`config.mk`:
```
export PLATFORM = sky130hd
export DESIGN_NAME = dsk_irq_ctrl
export DESIGN_NICKNAME = d
export VERILOG_FILES = /design/src/rtl/dsk_irq_pkg.sv /design/src/rtl/dsk_irq_pend.sv /design/src/rtl/dsk_irq_errcap.sv /design/src/rtl/dsk_irq_regif.sv /design/src/rtl/dsk_irq_ctrl.sv
export SDC_FILE = /design/constraint.sdc
export NUM_CORES = 1
export LEC_CHECK = 0
export BUFFER_PORTS_ARGS = -buffer_cell sky130_fd_sc_hd__buf_2
export CORE_UTILIZATION = 46
export DETAILED_ROUTE_END_ITERATION = 8
export GPL_TIMING_DRIVEN = 0
export PLACE_DENSITY_LB_ADDON = 0.1
export SLEW_MARGIN = 20
export SYNTH_ARGS = -nofsm -noshare
export SYNTH_HDL_FRONTEND = slang
export SYNTH_HIERARCHICAL = 1
export SYNTH_SLANG_ARGS = --single-unit
```
`constraint.sdc`:
```
create_clock -name clk_i -period 1.52 [get_ports clk_i]
set_clock_uncertainty 0.15 [all_clocks]
set_input_delay 0 -clock clk_i [delete_from_list [all_inputs] [get_ports clk_i]]
set_output_delay 0 -clock clk_i [all_outputs]
set_load 0.005 [all_outputs]
```
`src/rtl/dsk_irq_pkg.sv`:
```
package dsk_irq_pkg;
  localparam int unsigned NUM_SRC = 2;
  localparam int unsigned SRC_DEV = 0;
  localparam int unsigned SRC_ERR = 1;

  localparam logic [3:0] IDX_ERR_LO = 4'd0;
  localparam logic [3:0] IDX_ERR_HI = 4'd1;
  localparam logic [3:0] IDX_STAT   = 4'd3;
  localparam logic [3:0] IDX_EN_SET = 4'd5;
  localparam logic [3:0] IDX_EN_CLR = 4'd7;

  localparam logic [7:0] DRV_READY_MASK = 8'h51;
  localparam int unsigned DRV_MASK_BIT  = 1;

  typedef logic [NUM_SRC-1:0] src_vec_t;
endpackage

```
`src/rtl/dsk_irq_pend.sv`:
```
module dsk_irq_pend #(
  parameter int unsigned N = 2
) (
  input  logic         clk_i,
  input  logic         rst_ni,
  input  logic [N-1:0] set_i,
  input  logic [N-1:0] clr_i,
  output logic [N-1:0] pend_o
);
  for (genvar k = 0; k < N; k++) begin : g_cell
    always_ff @(posedge clk_i or negedge rst_ni) begin
      if (!rst_ni)        pend_o[k] <= 1'b0;
      else if (set_i[k])  pend_o[k] <= 1'b1;  // set has priority
      else if (clr_i[k])  pend_o[k] <= 1'b0;
    end
  end
endmodule

```
`src/rtl/dsk_irq_errcap.sv`:
```
module dsk_irq_errcap #(
  parameter int unsigned DATA_W = 32,
  localparam int unsigned CAP_W = 2 * DATA_W
) (
  input  logic              clk_i,
  input  logic              rst_ni,
  input  logic              cap_en_i,
  input  logic [CAP_W-1:0]  addr_i,
  output logic [CAP_W-1:0]  cap_o
);
  always_ff @(posedge clk_i or negedge rst_ni) begin
    if (!rst_ni)       cap_o <= '0;
    else if (cap_en_i) cap_o <= addr_i;
  end
endmodule

```
`src/rtl/dsk_irq_regif.sv`:
```
module dsk_irq_regif
  import dsk_irq_pkg::*;
#(
  parameter int unsigned DATA_W = 32,
  parameter int unsigned ADDR_W = 4,
  localparam int unsigned CAP_W = 2 * DATA_W
) (
  input  logic              clk_i,
  input  logic              rst_ni,
  input  logic              req_i,
  input  logic              we_i,
  input  logic [ADDR_W-1:0] addr_i,
  input  logic [DATA_W-1:0] wdata_i,
  output logic [DATA_W-1:0] rdata_o,
  input  src_vec_t          pend_i,
  input  src_vec_t          en_i,
  input  logic [CAP_W-1:0]  cap_i,
  output src_vec_t          stat_clr_o,
  output src_vec_t          en_set_o,
  output src_vec_t          en_clr_o
);
  logic wr, rd;
  logic [DATA_W-1:0] rmux;
  logic unused_wdata;

  assign wr = req_i & we_i;
  assign rd = req_i & ~we_i;
  assign unused_wdata = ^wdata_i[DATA_W-1:NUM_SRC];

  assign stat_clr_o = (wr && addr_i == ADDR_W'(IDX_STAT))   ? wdata_i[NUM_SRC-1:0] : '0;
  assign en_set_o   = (wr && addr_i == ADDR_W'(IDX_EN_SET)) ? wdata_i[NUM_SRC-1:0] : '0;
  assign en_clr_o   = (wr && addr_i == ADDR_W'(IDX_EN_CLR)) ? wdata_i[NUM_SRC-1:0] : '0;

  always_comb begin
    rmux = '0;
    unique case (addr_i)
      ADDR_W'(IDX_ERR_LO): rmux = cap_i[DATA_W-1:0];
      ADDR_W'(IDX_ERR_HI): rmux = cap_i[CAP_W-1:DATA_W];
      ADDR_W'(IDX_STAT):   rmux[NUM_SRC-1:0] = pend_i;
      ADDR_W'(IDX_EN_SET),
      ADDR_W'(IDX_EN_CLR): rmux[NUM_SRC-1:0] = en_i;
      default:             rmux = '0;
    endcase
  end

  always_ff @(posedge clk_i or negedge rst_ni) begin
    if (!rst_ni)  rdata_o <= '0;
    else if (rd)  rdata_o <= rmux;
  end
endmodule

```
`src/rtl/dsk_irq_ctrl.sv`:
```
module dsk_irq_ctrl
  import dsk_irq_pkg::*;
#(
  parameter int unsigned DATA_W = 32,
  parameter int unsigned ADDR_W = 4,
  localparam int unsigned CAP_W = 2 * DATA_W
) (
  input  logic              clk_i,
  input  logic              rst_ni,
  input  logic              bus_req_i,
  input  logic              bus_we_i,
  input  logic [ADDR_W-1:0] bus_addr_i,
  input  logic [DATA_W-1:0] bus_wdata_i,
  output logic [DATA_W-1:0] bus_rdata_o,
  input  logic              dev_irq_i,
  input  logic [7:0]        dev_ctl_i,
  input  logic              drive_stat_rd_i,
  input  logic [7:0]        drive_stat_i,
  input  logic              mem_err_i,
  input  logic [CAP_W-1:0]  mem_err_addr_i,
  output logic              irq_o
);
  src_vec_t pend_q, en_q, set_ev, clr_ev, stat_clr, en_set, en_clr;
  logic [CAP_W-1:0] cap_q;
  logic side_clr;
  logic unused_ctl;

  assign unused_ctl = ^{dev_ctl_i[7:DRV_MASK_BIT+1], dev_ctl_i[DRV_MASK_BIT-1:0]};

  // drive status read reporting not-busy/error acknowledges everything
  assign side_clr = drive_stat_rd_i & |(drive_stat_i & DRV_READY_MASK);

  always_comb begin
    set_ev          = '0;
    set_ev[SRC_DEV] = dev_irq_i & ~dev_ctl_i[DRV_MASK_BIT];
    set_ev[SRC_ERR] = mem_err_i;
  end

  assign clr_ev = stat_clr | {NUM_SRC{side_clr}};

  dsk_irq_regif #(.DATA_W(DATA_W), .ADDR_W(ADDR_W)) u_regif (
    .clk_i      (clk_i),
    .rst_ni     (rst_ni),
    .req_i      (bus_req_i),
    .we_i       (bus_we_i),
    .addr_i     (bus_addr_i),
    .wdata_i    (bus_wdata_i),
    .rdata_o    (bus_rdata_o),
    .pend_i     (pend_q),
    .en_i       (en_q),
    .cap_i      (cap_q),
    .stat_clr_o (stat_clr),
    .en_set_o   (en_set),
    .en_clr_o   (en_clr)
  );

  dsk_irq_pend #(.N(NUM_SRC)) u_pend (
    .clk_i  (clk_i),
    .rst_ni (rst_ni),
    .set_i  (set_ev),
    .clr_i  (clr_ev),
    .pend_o (pend_q)
  );

  dsk_irq_pend #(.N(NUM_SRC)) u_en (
    .clk_i  (clk_i),
    .rst_ni (rst_ni),
    .set_i  (en_set),
    .clr_i  (en_clr),
    .pend_o (en_q)
  );

  // address record taken only when no fault is outstanding
  dsk_irq_errcap #(.DATA_W(DATA_W)) u_cap (
    .clk_i    (clk_i),
    .rst_ni   (rst_ni),
    .cap_en_i (mem_err_i & ~pend_q[SRC_ERR]),
    .addr_i   (mem_err_addr_i),
    .cap_o    (cap_q)
  );

  assign irq_o = |(pend_q & en_q);
endmodule

```
==> impl_metrics.py <==
metrics = {
    "die": {
        "initial_utilization_pct": 47.96,
        "core-area_um2": 9864,
        "die_y_um": 103.4,
        "die_area_um2": 10690,
        "die_w_um": 103.4,
        "num_rows": 36,
        "io_pins": 156,
    },
    "status": {
        "violations": "negative hold slack",
        "status": "complete, but fails checks",
    },
    "timing": {
        "slew_violations": 0,
        "final_hold_viol_count": 1,
        "period_needed_ps": 1475,
        "rsz0062_at_grt": "yes",
        "clock.fmax_mhz": 677.9,
        "tightest_slew_ps": 478.7,
        "tns_ps": 0,
        "holdWs_ps": -60.81,
        "finalSetupViolCount": 0,
        "fin_crit_sh_pct": 97.04,
        "relSlewSlack_pct": 68.09,
    },
    "clock_network": {
        "clkSlewWorstSetupHoldPaths_ps": 90,
        "worstSkewPairLatency_ps": 360,
        "cts-root-buf": "clkbuf_8",
        "cts.path.max_buffers": 2,
        "cts_tree": "yes",
        "cts.sink_count": 100,
        "numCtsBuffers": 9,
        "htree_levels": 3,
    },
    "placement": {
        "numPortBuffers": 112,
        "place.gp.congestion": 0.8028,
        "dp_hpwl_um": 6564,
    },
    "layout": {
        "layout_common_cells": "buf_2, dfrtp_1, dlygate4sd3_1",
        "fill_cells": 750,
        "utilization_pct": 66.29,
        "layout.nets": 650,
        "drive_above_1_share_pct": 46.24,
        "syn_to_final_growth_pct": 38.22,
        "layout_commonest_cell": "buf_2",
        "diodes": 0,
    },
    "global_route": {
        "grt_overflow": 0,
        "antenna_found_initial": 0,
        "grt_first_pass_wirelength_um": 16190,
        "grt_pass1_vias": 3338,
        "grt_use_total_pct": 20.49,
        "grt_max_degree": 60,
    },
    "detailed_routing": {
        "first_iter_violations": 53,
        "viasPerCell": 4.823,
        "wl_per_cell_um": 15.58,
        "post-route-drc-count": 0,
        "drtAntennaViolNets": 0,
        "wirelength_um": 10360,
        "first_pass_iters": 6,
        "via_count": 3207,
    },
    "min_path": {
        "hold_class": "in -> reg",
    },
    "worst_setup_path": {
        "worstSetupPathType": "reg -> reg",
        "r2r_slack_ps": 40,
        "start_kind": "flip-flop",
        "worst_ep_arrival_time_ps": 1570,
        "crit_required_ps": 1610,
        "end_kind": "flip-flop",
        "worstPathMaxFanout": 10,
    },
    "synthesis": {
        "syn-cell-area_um2": 4731,
        "synth.top_cell.area_share_pct": 52.90,
        "synth_cell_types": 25,
        "synth_nets": 441,
        "ys_seq_area_share_pct": 52.90,
        "synth-seq-cells": 100,
        "netlist_instances": 318,
        "synth_warnings": 6,
        "syn_area_per_cell_um2": 14.88,
        "yosys-top-cells-area": "dfrtp_1, mux2_4, o31ai_2, mux2i_1, nand2_1",
        "synth_top_cell_by_area": "dfrtp_1",
    },
    "run": {
        "drv_cap": 0,
    },
    "power": {
        "powerDensity_nw_per_um2": 989.9,
        "power_leakage_nw": 3.175,
        "irDropWorstVdd_mv": 0.5270,
        "power_mw": 6.473,
    },
}
## repair_timing
action / CTS / global route
endpoints found under the hold margin: 170 / 1
setup endpoints to repair: 51 / 94
resized for setup: 2 / 2
hold buffers: 82 / 1
setup buffers: 2 / 0
gates cloned: 1 / 0
## stage by stage
step / std cells / hold WS (ps) / setup WS, ps / cell area, um^2
floorplan: 318 / -445.6 / 88.43 / 4731
global placement: 563 / 44.70 / -770.9 / 5458
detailed placement: 564 / -205.1 / -3.329 / 5492
CTS: 665 / 12.44 / 28.43 / 6530
global route: 665 / -52.34 / -32.51 / 6539
finish: 665 / -60.81 / 44.95 / 6539
## logic make-up (layout without fill, tap and decap cells)
logic type,after synthesis,count (layout),share of synthesized area (%)
buf+inv,26,240,5.104
mux,96,96,26.77
compound gates,42,42,9.812
flops,100,100,52.90
simple gates,54,54,5.422
## sequential cells by signal, indices dropped and copies added (netlist names)
name,cells
u_regif/rdata_o,32
u_cap/cap_o,64
u_en/pend_o,2
u_pend/pend_o,2
## synthesized netlist by cell type
library cell,count
dfrtp_1,100
mux2_4,60
nand2_1,34
mux2i_1,32
o31ai_2,31
buf_2,7
and2_1,6
buf_12,6
buf_6,5
a21o_1,4
clkbuf_1,4
inv_1,4
mux2_2,4
nand2b_1,4
nor2b_1,3
a21oi_1,2
nand3b_1,2
o21ai_0,2
o22a_1,2
a22o_1,1
nand4b_1,1
nor2_1,1
nor3b_1,1
nor4_1,1
or3_1,1
## power breakdown
group / internal (mW) / switching (mW) / total [mW]
Sequential: 3.09 / 0.240 / 3.33
Combinational: 0.945 / 0.536 / 1.48
Clock: 0.758 / 0.905 / 1.66
Total: 4.79 / 1.68 / 6.47
## final timing paths
path,start,end,depth (start not counted)
setup / recovery,u_pend/pend_o[1],u_cap/cap_o[10],4
hold reg to reg,u_regif/rdata_o[30],u_regif/rdata_o[30],2
hold / removal,drive_stat_i[0],u_pend/pend_o[1],5
setup reg to reg,u_pend/pend_o[1],u_cap/cap_o[10],4
min in group asynchronous,rst_ni,u_cap/cap_o[51],3
max in group asynchronous,rst_ni,u_cap/cap_o[29],4
## layout make-up
type / instances / area [um^2] / share of cell area, %
sequential: 100 / 2502 / 38.27
inverter: 4 / 15.01 / 0.2296
multi-input combinational: 192 / 1996 / 30.52
timing repair buffer: 198 / 1440 / 22.02
clock buffer: 10 / 127.6 / 1.952
tap: 133 / 166.4 / 2.545
clock inverter: 6 / 65.06 / 0.9950
buffer: 22 / 226.5 / 3.463
## per-layer routing
layer	share of wire [%]	global-route usage, %	routed length (um)	vias up
li1	-	-	-	1544
met1	45	25.70	4678	1575
met2	50	35.30	5203	79
met3	3.7	4.906	387	9
met4	0.90	5.742	93	0
met5	0	0	0	-
## critical path, stage by stage, from the launching register on
cell and delay [ps]:
dfrtp_1 400, nor2b_2 150, buf_6 180, buf_12 170
mux2_4 310
Note: power is estimated with default switching activity, not from simulation.
